## src/rtl/cb_pkg.sv

```systemverilog
package cb_pkg;

  localparam int unsigned CB_ADDR_W  = 7;
  localparam int unsigned CB_DATA_W  = 8;
  localparam int unsigned CB_OFF_W   = 4;
  localparam int unsigned CB_N_REGS  = 36;
  localparam int unsigned CB_HOLE_A  = 5;
  localparam int unsigned CB_HOLE_B  = 28;

  // Host word layout
  localparam logic [CB_OFF_W-1:0] CB_OFF_CMD = 4'h0;
  localparam logic [CB_OFF_W-1:0] CB_OFF_DAT = 4'h4;
  localparam int unsigned CB_REQ_BIT   = 16;
  localparam int unsigned CB_ADDR_LSB  = 8;
  localparam int unsigned CB_IRQ_BIT   = 8;

  typedef enum logic [1:0] {
    CB_KIND_STATUS,
    CB_KIND_HOLE,
    CB_KIND_RW
  } cb_kind_e;

  function automatic cb_kind_e cb_kind(input int unsigned idx);
    if (idx == 0)
      return CB_KIND_STATUS;
    else if (idx == CB_HOLE_A || idx == CB_HOLE_B || idx >= CB_N_REGS)
      return CB_KIND_HOLE;
    else
      return CB_KIND_RW;
  endfunction

  function automatic logic [CB_DATA_W-1:0] cb_reset_value(input int unsigned idx);
    logic [CB_DATA_W-1:0] v;
    case (idx)
      1, 2:            v = 8'hC3;
      3:               v = 8'h90;
      4:               v = 8'h98;
      7:               v = 8'hB1;
      18, 19, 20, 21:  v = 8'h06;
      31:              v = 8'h34;
      default:         v = 8'h00;
    endcase
    return v;
  endfunction

endpackage

```

## src/rtl/cb_wr_engine.sv

```systemverilog
module cb_wr_engine #(
  parameter int unsigned ADDR_W = 7,
  parameter int unsigned DATA_W = 8,
  parameter int unsigned WR_LAT = 4
) (
  input  logic              clk,
  input  logic              rst_n,
  input  logic              cmd_valid,
  input  logic              cmd_req,
  input  logic [ADDR_W-1:0] cmd_addr,
  input  logic [DATA_W-1:0] cmd_data,
  output logic              busy,
  output logic [ADDR_W-1:0] cur_addr,
  output logic [DATA_W-1:0] cur_data,
  output logic              commit
);
  localparam int unsigned CNT_W = (WR_LAT < 2) ? 1 : $clog2(WR_LAT);
  localparam logic [CNT_W-1:0] CNT_LOAD = CNT_W'(WR_LAT - 1);

  logic [CNT_W-1:0] cnt;

  assign commit = busy && (cnt == '0);

  always_ff @(posedge clk) begin
    if (!rst_n) begin
      busy     <= 1'b0;
      cnt      <= '0;
      cur_addr <= '0;
      cur_data <= '0;
    end else if (cmd_valid && !busy) begin
      cur_addr <= cmd_addr;
      cur_data <= cmd_data;
      if (cmd_req) begin
        busy <= 1'b1;
        cnt  <= CNT_LOAD;
      end
    end else if (busy) begin
      if (cnt == '0) busy <= 1'b0;
      else           cnt  <= cnt - 1'b1;
    end
  end
endmodule

```

## src/rtl/cb_regfile.sv

```systemverilog
module cb_regfile
  import cb_pkg::*;
#(
  parameter int unsigned ADDR_W = 7,
  parameter int unsigned DATA_W = 8,
  parameter int unsigned N_REGS = 36
) (
  input  logic              clk,
  input  logic              rst_n,
  input  logic              wr_en,
  input  logic [ADDR_W-1:0] wr_addr,
  input  logic [DATA_W-1:0] wr_data,
  input  logic [DATA_W-1:0] status_in,
  input  logic [ADDR_W-1:0] rd_addr,
  output logic [DATA_W-1:0] rd_data
);
  localparam int unsigned FLAT_W = N_REGS * DATA_W;

  logic [FLAT_W-1:0] flat;

  for (genvar gi = 0; gi < N_REGS; gi++) begin : g_reg
    if (cb_kind(gi) == CB_KIND_STATUS) begin : g_status
      assign flat[gi*DATA_W +: DATA_W] = status_in;
    end else if (cb_kind(gi) == CB_KIND_HOLE) begin : g_hole
      assign flat[gi*DATA_W +: DATA_W] = '0;
    end else begin : g_rw
      logic [DATA_W-1:0] q;
      always_ff @(posedge clk) begin
        if (!rst_n)
          q <= cb_reset_value(gi);
        else if (wr_en && (wr_addr == ADDR_W'(gi)))
          q <= wr_data;
      end
      assign flat[gi*DATA_W +: DATA_W] = q;
    end
  end

  always_comb begin
    rd_data = '0;
    if (int'(rd_addr) < N_REGS)
      rd_data = flat[int'(rd_addr)*DATA_W +: DATA_W];
  end
endmodule

```

## src/rtl/cb_rd_pipe.sv

```systemverilog
module cb_rd_pipe #(
  parameter int unsigned DATA_W = 8,
  parameter int unsigned DEPTH  = 6
) (
  input  logic              clk,
  input  logic              rst_n,
  input  logic [DATA_W-1:0] din,
  output logic [DATA_W-1:0] dout
);
  logic [DATA_W-1:0] stg [DEPTH];

  for (genvar gs = 0; gs < DEPTH; gs++) begin : g_stage
    always_ff @(posedge clk) begin
      if (!rst_n)       stg[gs] <= '0;
      else if (gs == 0) stg[gs] <= din;
      else              stg[gs] <= stg[(gs == 0) ? 0 : gs-1];
    end
  end

  assign dout = stg[DEPTH-1];
endmodule

```

## src/rtl/cb_bridge.sv

```systemverilog
module cb_bridge
  import cb_pkg::*;
#(
  parameter int unsigned N_REGS = CB_N_REGS,
  parameter int unsigned WR_LAT = 4,
  parameter int unsigned RD_LAT = 6
) (
  input  logic                 clk,
  input  logic                 rst_n,
  input  logic                 host_en,
  input  logic                 host_we,
  input  logic [CB_OFF_W-1:0]  host_offset,
  input  logic [31:0]          host_wdata,
  output logic [31:0]          host_rdata,
  input  logic                 codec_irq,
  input  logic [CB_DATA_W-1:0] codec_status
);
  localparam int unsigned AW = CB_ADDR_W;
  localparam int unsigned DW = CB_DATA_W;

  logic          cmd_valid;
  logic          wr_busy;
  logic          wr_commit;
  logic [AW-1:0] cur_addr;
  logic [DW-1:0] cur_data;
  logic [DW-1:0] rf_rd_data;
  logic [DW-1:0] rd_byte;

  assign cmd_valid = host_en && host_we && (host_offset == CB_OFF_CMD);

  cb_wr_engine #(.ADDR_W(AW), .DATA_W(DW), .WR_LAT(WR_LAT)) u_wr (
    .clk      (clk),
    .rst_n    (rst_n),
    .cmd_valid(cmd_valid),
    .cmd_req  (host_wdata[CB_REQ_BIT]),
    .cmd_addr (host_wdata[CB_ADDR_LSB +: AW]),
    .cmd_data (host_wdata[DW-1:0]),
    .busy     (wr_busy),
    .cur_addr (cur_addr),
    .cur_data (cur_data),
    .commit   (wr_commit)
  );

  cb_regfile #(.ADDR_W(AW), .DATA_W(DW), .N_REGS(N_REGS)) u_rf (
    .clk      (clk),
    .rst_n    (rst_n),
    .wr_en    (wr_commit),
    .wr_addr  (cur_addr),
    .wr_data  (cur_data),
    .status_in(codec_status),
    .rd_addr  (cur_addr),
    .rd_data  (rf_rd_data)
  );

  cb_rd_pipe #(.DATA_W(DW), .DEPTH(RD_LAT)) u_rp (
    .clk  (clk),
    .rst_n(rst_n),
    .din  (rf_rd_data),
    .dout (rd_byte)
  );

  logic [31:0] rd_word;

  always_comb begin
    rd_word = '0;
    if (host_offset == CB_OFF_CMD) begin
      rd_word[CB_REQ_BIT]            = wr_busy;
      rd_word[CB_ADDR_LSB +: AW]     = cur_addr;
      rd_word[DW-1:0]                = cur_data;
    end else if (host_offset == CB_OFF_DAT) begin
      rd_word[CB_IRQ_BIT]            = codec_irq;
      rd_word[DW-1:0]                = rd_byte;
    end
  end

  always_ff @(posedge clk) begin
    if (!rst_n)                   host_rdata <= '0;
    else if (host_en && !host_we) host_rdata <= rd_word;
  end
endmodule

```

## config.mk

```make
export PLATFORM = sky130hd
export DESIGN_NAME = cb_bridge
export DESIGN_NICKNAME = d
export VERILOG_FILES = /design/src/rtl/cb_pkg.sv /design/src/rtl/cb_wr_engine.sv /design/src/rtl/cb_regfile.sv /design/src/rtl/cb_rd_pipe.sv /design/src/rtl/cb_bridge.sv
export SDC_FILE = /design/constraint.sdc
export NUM_CORES = 1
export LEC_CHECK = 0
export ABC_AREA = 1
export BUFFER_PORTS_ARGS = -buffer_cell sky130_fd_sc_hd__buf_2
export CORE_MARGIN = 2
export CORE_UTILIZATION = 55
export CTS_CLUSTER_SIZE = 24
export DETAILED_ROUTE_END_ITERATION = 8
export GPL_TIMING_DRIVEN = 0
export PLACE_DENSITY = 0.76
export SYNTH_ARGS = -nofsm -noshare
export SYNTH_HDL_FRONTEND = slang
export SYNTH_SLANG_ARGS = --single-unit
```

## constraint.sdc

```tcl
create_clock -name clk -period 1.6 [get_ports clk]
set_input_delay 0.24 -clock clk [delete_from_list [all_inputs] [get_ports clk]]
set_output_delay 0.24 -clock clk [all_outputs]
set_load 0.03 [all_outputs]
```

### After elaboration in Yosys (flattened, before gate mapping)

Memories as Yosys holds them, arrays and structs flattened.
Index checks and enable logic that the tools add are counted.

* register bits: 298
* bits in latches: 0
* RAM bits: 48
* memory bits (read-only): 0
* input bits: 49
* word-level logic and storage cells: 149
* memories kept: 1

Memories
* u_rp.stg: depth 6, bits a word 8, read ports 6, clocked after memory_dff 0, write ports 6, RTL line cb_rd_pipe.sv:10 `logic [DATA_W-1:0] stg [DEPTH];`

* add/sub/neg operators: 1
* $mul: 0
* div/mod/pow operators: 0
* magnitude comparators: 1
* equality and inequality tests: 36
* shifts and indexed selects: 1
* muxes and demuxes: 21
* bitwise operators: 6
* reduce and logical (&&, ||, !) cells: 44

Operator list (count)
* $shiftx A288 B11 Y8: 1
* $eq A7 B5 Y1 const B: 15
* $eq A7 B4 Y1 const B: 8
* $mux W8: 7
* $logic_and A1 B1 Y1: 38
* $eq A7 B6 Y1 const B: 4
* $eq A7 B3 Y1 const B: 3
* $mux W9: 2
* $eq A7 B2 Y1 const B: 2
* $mux W2: 4
* $eq A7 B1 Y1 const B: 1
* $lt A7 B6 Y1 const B: 1
* $mux W1: 7
* $mux W6: 1
* $or A1 B1 Y1: 6
* $eq A4 B3 Y1 const B: 1
* $logic_not A4 Y1: 1
* $ne A2 B2 Y1 const B: 2
* $reduce_and A3 Y1: 1
* $logic_not A1 Y1: 2
* $logic_not A2 Y1: 1
* $reduce_bool A2 Y1: 1
* $sub A2 B1 Y2 const B: 1

### Longest topological paths before layout

Gate-level depths: netlist of the first run.

* depth after elaboration: 5
* depth in mapped cells: 13
* depth with buffers taken out: 11

### Hierarchy

Synthesis of the first run repeated with hierarchy kept, for this count alone.

* cell total of the unflattened synthesis: 2027
* area, all modules: 14776.7 µm²

By module, submodules not included
* cb_regfile: times used 1, cells each 1648, area an instance 11737.5 µm², sequential area each 5285.1 µm²
* cb_rd_pipe: times used 1, cells each 157, area an instance 1421.4 µm², sequential area each 960.9 µm²
* cb_bridge: times used 1, cells each 133, area an instance 930.9 µm², sequential area each 320.3 µm²
* cb_wr_engine: times used 1, cells each 89, area an instance 686.9 µm², sequential area each 360.3 µm²

### Worst setup path after synthesis of the first run

OpenSTA, ideal clock, no wires.

* path kind: flip-flop to flip-flop
* start: reg u_wr.cnt[0]
* end: reg u_rf.g_reg[29].g_rw.q[5]
* data arrival time: 1.601 ns
* slack: -0.081 ns
* cell stages (with the launch flop): 10
* path buffers: 1
* clock period less this slack: 1.681 ns
* path through: dfxtp_1 -> inv_1 -> ha_1 -> nand2_1 -> inv_2 -> nand2_2 -> nor3_4 -> buf_6 -> nor2_1 -> a211oi_2

* cells in the longest elaborated chain, start to end: 3

RTL lines
* from (decl): RTL line cb_wr_engine.sv:20 `logic [CNT_W-1:0] cnt;`
* from (signal assigned): RTL line cb_wr_engine.sv:39 `else cnt <= cnt - 1'b1;`
* $logic_not A2 Y1: RTL line cb_wr_engine.sv:22 `assign commit = busy && (cnt == '0);`
* $logic_and A1 B1 Y1: RTL line cb_wr_engine.sv:22
* $logic_and A1 B1 Y1: RTL line cb_regfile.sv:31 `else if (wr_en && (wr_addr == ADDR_W'(gi)))`
* to (signal assigned): RTL line cb_regfile.sv:30 `q <= cb_reset_value(gi);`
* to (signal assigned): RTL line cb_regfile.sv:32 `q <= wr_data;`
* to (decl): RTL line cb_regfile.sv:27 `logic [DATA_W-1:0] q;`

Every way passes these cells.
A chain may end at the register's enable or synchronous reset.

==> results.yml, run 1 <==
status:
  status: "complete, but fails checks"
  violations: "hold timing, setup timing"
timing:
  rsz0062_at_grt: "true"
  holdWs_ns: -0.02486
  fin_crit_sh_pct: 128.5
  finalWorstSetupSlack_ns: -0.4560
  drv_slew: 0
  hold_viol_final: 4
  maxSlewHeadroom_pct: 30.21
  fin_tns_setup_ns: -25.45
  fmax_ghz: 0.4864
  period_minus_slack_ns: 2.056
  clock_skew_ns: 0.01686
  tightest_slew_ns: 1.047
  finalSetupViolCount: 225
synthesis:
  syn_avg_cell_area_um2: 7.405
  synthDominantCellAreaShare_pct: 46.79
  synth_edf_count: 0
  synth-seq-cells: 346
  yosys-top-cells-count: "646 x nand2_1, 346 x dfxtp_1, 240 x o21ai_0"
  async_flop_share_pct: 0
  yosysWarningCount: 0
  synth.distinct_cells: 38
  ys.flop_type: "dfxtp_1"
  netlist_instances: 1999
  synthTopCellsByArea: "dfxtp_1 47%, nand2_1 16%, o21ai_0 8.1%"
  syn-cell-area_mm2: 0.01480
  ys_seq_area_share_pct: 46.79
  synth.most_common_cell: "nand2_1"
  synth_top_area_cell: "dfxtp_1"
pwr:
  p_total_mw: 19.05
  power.density_mw_per_mm2: 930.3
  max-vdd-ir-drop_v: 0.001013
  cellLeakagePower_nw: 9.227
placed_design:
  dp.final_hpwl_um: 36140
  port_buffers: 48
  gp_congestion: 1.088
  dp_slack_ns: -0.9728
  place_inst: 2403
worst_setup_path:
  required_ns: 2.03
  crit_arrival_ns: 2.48
  crit_chain: "buf_8 > nor2_4 > buf_6 > clkbuf_16 > nand2_1 > nand3_1 > nand2_1 > nand2_2 > o21ai_2 > nand3_1 > nand2_2 > inv_1"
  slowest_stage: "dfxtp_4"
  worstSetupStartpointType: "register"
  crit_type: "register to register"
  setup.worst_path.end_class: "register"
  critical_path.max_stage_delay_ns: 0.41
  cp_max_fo: 8
grt:
  grt_pass1_vias: 14583
  antenna_found_initial: 0
  grt_max_degree: 15
  grt_usage_pct: 39.22
  grt_pass1_wl_um: 84820
  grt_overflow: 0
drt:
  vias: 16382
  wl_um: 61550
  drtPass1Iterations: 6
  vias_per_cell: 6.238
  drtIter0Drc: 2486
  drc: 0
  wl_per_cell_um: 23.44
  antenna_left: 0
floorplan:
  row_count: 60
  initial_core_util_pct: 55.54
  die_area_mm2: 0.02824
  io_pins: 81
  fp.dieH_um: 168.1
  die_w_um: 168.1
  coreArea_mm2: 0.02665
cells_and_area:
  fin_cells: 2626
  layout-drive-gt1-share_pct: 35.19
  nets: 2306
  syn2layout_area_growth_pct: 38.37
  final_core_util_pct: 76.86
  n_antenna_cell: 0
  fillCellCount: 1735
hold_path:
  hold_class: "input pin to register"
clock_network:
  h-tree-depth: 2
  numCtsBuffers: 37
  cts_root_buffer: "clkbuf_16"
  path_clk_slew_ns: 0.06
  cts_max_path_buffers: 3
  insertion_delay_ns: 0.54
  cts_sinks: 346
  cts_tree: "yes"
job:
  cap_violations: 0
[cell type report]
type,count,area (um2),area share [%]
Tap cell,341,426.7,2.083
Inverter,120,556.8,2.718
Sequential cell,346,6940,33.88
Timing Repair Buffer,204,1939,9.468
Multi-Input combinational cell,1389,8084,39.47
Clock buffer,50,1067,5.210
Buffer,158,1219,5.950
Clock inverter,18,250.2,1.222
[timing repair]
item                                   in CTS  in global routing
pin swaps                                  83                112
endpoints found under the hold margin       3                  0
gates cloned                               21                 11
setup endpoints to repair                 288                266
hold buffers                                3                  0
resized for setup                         444                419
setup buffers                              86                 37
[sequential cells by signal, summed over array words and instances (netlist names)]
| name | cells |
|---|---|
| u_wr.cnt | 2 |
| u_wr.cur_addr | 7 |
| u_wr.busy | 1 |
| host_rdata | 16 |
| u_wr.cur_data | 8 |
| u_rf.g.g_rw.q | 264 |
| u_rp.stg | 48 |
[worst max-delay path: cells and delay by family (launching register included)]
kind,cells,cell delay (ns)
flops,1,0.41
simple gates,7,0.68
buf+inv,4,0.52
compound gates,1,0.32
[path summary, 6_finish.rpt]
check              startpoint               end  slack, ns  cells past startpoint
min reg2reg   u_rp.stg[1][14]    u_rp.stg[2][6]       0.41                      2
min             host_wdata[6]  u_wr.cur_data[6]      -0.02                      3
max          u_wr.cur_addr[0]    u_rp.stg[0][6]      -0.46                     12
max reg2reg  u_wr.cur_addr[0]    u_rp.stg[0][6]      -0.46                     12
[routing by layer]
layer	global-route usage, %	vias up	wire [um]
li1	-	7071	-
met2	59.58	1316	25760
met4	21.36	0	5079
met3	9.215	407	8166
met1	51.88	7588	22540
met5	0	-	0
[per-stage QoR]
step | hold WS, ns | area (um2)
final | -0.02486 | 20480
after global routing | 0.01028 | 20480
after CTS | 0.001210 | 18970
after detailed placement | 0.3953 | 15530
after global placement | 0.3930 | 15530
after floorplan | 0.3905 | 14860
[kinds of logic after synthesis]
logic type      after synthesis  synth area share [%]
simple gates                818                 23.92
flops                       346                 46.79
compound gates              554                 20.53
buf+inv                     279                 8.647
fa+ha+maj                     1               0.08451
other cells                   1               0.02533
[where the power goes]
group	leakage (nW)	switching, mW	internal [mW]	total [mW]
clock network	0.653	3.67	5.68	9.35
registers	2.80	0.0322	8.68	8.71
logic	5.78	0.703	0.292	0.995
total	9.23	4.41	14.6	19.1
[cells in the final DEF (no fill, tap or decap), drive strengths merged, types with 3 or more instances in the layout]
| cell | count |
|---|---|
| inv | 114 |
| o221ai | 9 |
| nor2 | 90 |
| bufinv | 6 |
| nand2 | 653 |
| a22oi | 11 |
| clkbuf | 133 |
| conb | 16 |
| a21oi | 222 |
| clkinv | 14 |
| o211ai | 27 |
| o21ai | 247 |
| a211oi | 38 |
| buf | 275 |
| nand3 | 61 |
| nor3 | 11 |
| dfxtp | 346 |
| clkinvlp | 4 |
| dlygate4sd3 | 3 |
No activity file was read; power rests on OpenSTA's default activity.
==> run 2: changes to the inputs <==
--- a/config.mk
+++ b/config.mk
@@ -8,11 +8,10 @@
 export ABC_AREA = 1
 export BUFFER_PORTS_ARGS = -buffer_cell sky130_fd_sc_hd__buf_2
 export CORE_MARGIN = 2
-export CORE_UTILIZATION = 55
+export CORE_UTILIZATION = 45
 export CTS_CLUSTER_SIZE = 24
 export DETAILED_ROUTE_END_ITERATION = 8
 export GPL_TIMING_DRIVEN = 0
-export PLACE_DENSITY = 0.76
 export SYNTH_ARGS = -nofsm -noshare
 export SYNTH_HDL_FRONTEND = slang
 export SYNTH_SLANG_ARGS = --single-unit
==> run 2 against run 1 <==
The flow finishes with violations (setup timing). Highest routed layer unchanged. Non-clock buffer count decreased by 13. Register-to-register slack improved by 0.20 ns. Critical path type unchanged. Worst hold slack improved by 0.026 ns. Largest cell class unchanged.
==> results.yml, run 2 (synthesized netlist as in run 1, its figures left out) <==
worst_setup_path:
  required_ns: 2.02
  cp_max_fo: 10
  crit_type: "register to register"
  setup.worst_path.end_class: "register"
  worstSetupStartpointType: "register"
  crit_arrival_ns: 2.28
cells_and_area:
  seq_area_mm2: 0.006949
  n_antenna_cell: 0
  layout-drive-gt1-share_pct: 33.73
  syn2layout_area_growth_pct: 38.43
  top_register: "u_rf.g.g_rw.q"
  layout_commonest_cell: "nand2_1"
  multiInputGateArea_mm2: 0.007994
  largest_reg_flops: 264
  final_cell_mix: "586 x nand2_1, 336 x dfxtp_1, 167 x a21oi_1, 133 x o21ai_2, 95 x buf_6"
  top_regs: "u_rf.g.g_rw.q (264), u_rp.stg (48), host_rdata (16)"
  nets: 2296
  fillCellCount: 2738
placed_design:
  dp.final_hpwl_um: 37540
  gp_congestion: 1.003
  port_buffers: 48
  dp_slack_ns: -1.192
timing:
  fin_crit_sh_pct: 115.9
  drv_slew: 0
  fin_tns_setup_ns: -18.27
  period_minus_slack_ns: 1.855
  finalWorstSetupSlack_ns: -0.2546
  rsz0062_at_grt: "true"
  hold_viol_final: 0
  maxSlewHeadroom_pct: 34.76
  fmax_ghz: 0.5392
  tightest_slew_ns: 0.9785
  finalSetupViolCount: 230
  clock_skew_ns: 0.02214
floorplan:
  initial_core_util_pct: 45.61
  coreArea_mm2: 0.03245
  fp.dieH_um: 185.4
  row_count: 66
  die_area_mm2: 0.03436
  die_w_um: 185.4
  io_pins: 81
drt:
  drc: 0
  wl_per_cell_um: 21.62
  vias_per_cell: 5.666
  wl_um: 58730
  vias: 15390
  drtIter0Drc: 1668
  drtPass1Iterations: 6
  antenna_left: 0
grt:
  grt_max_degree: 14
  grt_usage_pct: 32.52
  grt_pass1_vias: 13679
  grt_overflow: 0
  antenna_found_initial: 0
  grt_pass1_wl_um: 83350
clock_network:
  h-tree-depth: 2
  numCtsBuffers: 39
  cts_sinks: 346
  path_clk_slew_ns: 0.06
  cts_root_buffer: "clkbuf_16"
  cts_tree: "yes"
  insertion_delay_ns: 0.54
  cts_max_path_buffers: 3
pwr:
  max-vdd-ir-drop_v: 0.0007001
  power.density_mw_per_mm2: 944.8
  cellLeakagePower_nw: 9.148
  p_total_mw: 19.36
hold_path:
  hold_class: "input pin to register"
status:
  status: "complete, but fails checks"
  violations: "setup timing"
job:
  cap_violations: 0
run 2: cell count changes in the layout (fill, tap and decap cells not counted), sizes merged:
cell | before | now
inv | 114 | 111
clkbuf | 133 | 139
bufbuf | 1 | 0
buf | 275 | 262
clkinvlp | 4 | 1
clkinv | 14 | 16
dlygate4sd3 | 3 | 4
run 2: through the flow:
step	instances	area, um2	hold slack, ns	util (%)
final	2716	20490	0.0007778	63.14
after global routing	2716	20490	0.02109	63.14
after CTS	2677	19040	0.002062	58.66
after detailed placement	2504	15660	0.3947	48.25
after global placement	2504	15660	0.3944	48.25
after floorplan	2014	14860	0.3905	-
run 2: power breakdown:
part	internal, mW	switching (mW)
Combinational	0.281	0.683
Clock	5.99	3.70
Sequential	8.68	0.0312
run 2: worst max-delay path: stages (launching register included):
cell and delay [ns]:
dfxtp_4 0.43, inv_6 0.08, buf_12 0.15, buf_8 0.15, nand2_2 0.07, nand2_1 0.05
nand2_1 0.06, nand3_1 0.09, nand2_1 0.09, nand2_2 0.10, o21ai_2 0.21, nand3_2 0.12
nand2_2 0.09, inv_2 0.03
run 2: worst paths after layout:
check,from,slack (ns),cells after the start,endpoint
worst min register to register,u_rp.stg[1][11],0.41,2,u_rp.stg[2][3]
worst max-delay path,u_wr.cur_addr[0],-0.25,13,u_rp.stg[0][0]
worst max register to register,u_wr.cur_addr[0],-0.25,13,u_rp.stg[0][0]
worst min-delay path,host_wdata[14],0.0008,3,u_wr.cur_addr[6]
run 2: metal layers:
metal	vias to the layer above	track usage (%)	wire length [um]
met5	-	0	0
met1	7262	44.84	24570
met4	0	15.02	3292
met2	856	49.00	25080
met3	214	6.292	5788
li1	7058	-	-
run 2: timing repair:
item                                   in CTS  in global routing
cloned                                     21                  9
hold buffers                                4                  0
gates resized for setup                   427                417
pin swaps                                  64                100
endpoints found under the hold margin       4                  0
setup buffers                              81                 38
setup endpoints to repair                 293                283
run 2: final cells by class:
cell class,instances,share of cell area [%]
Multi-Input combinational cell,1389,39.01
Sequential cell,346,33.91
Timing Repair Buffer,194,9.104
Buffer,155,5.709
Clock buffer,56,5.660
Inverter,120,2.809
Tap cell,442,2.699
Clock inverter,13,1.069
Timing Repair inverter,1,0.03053
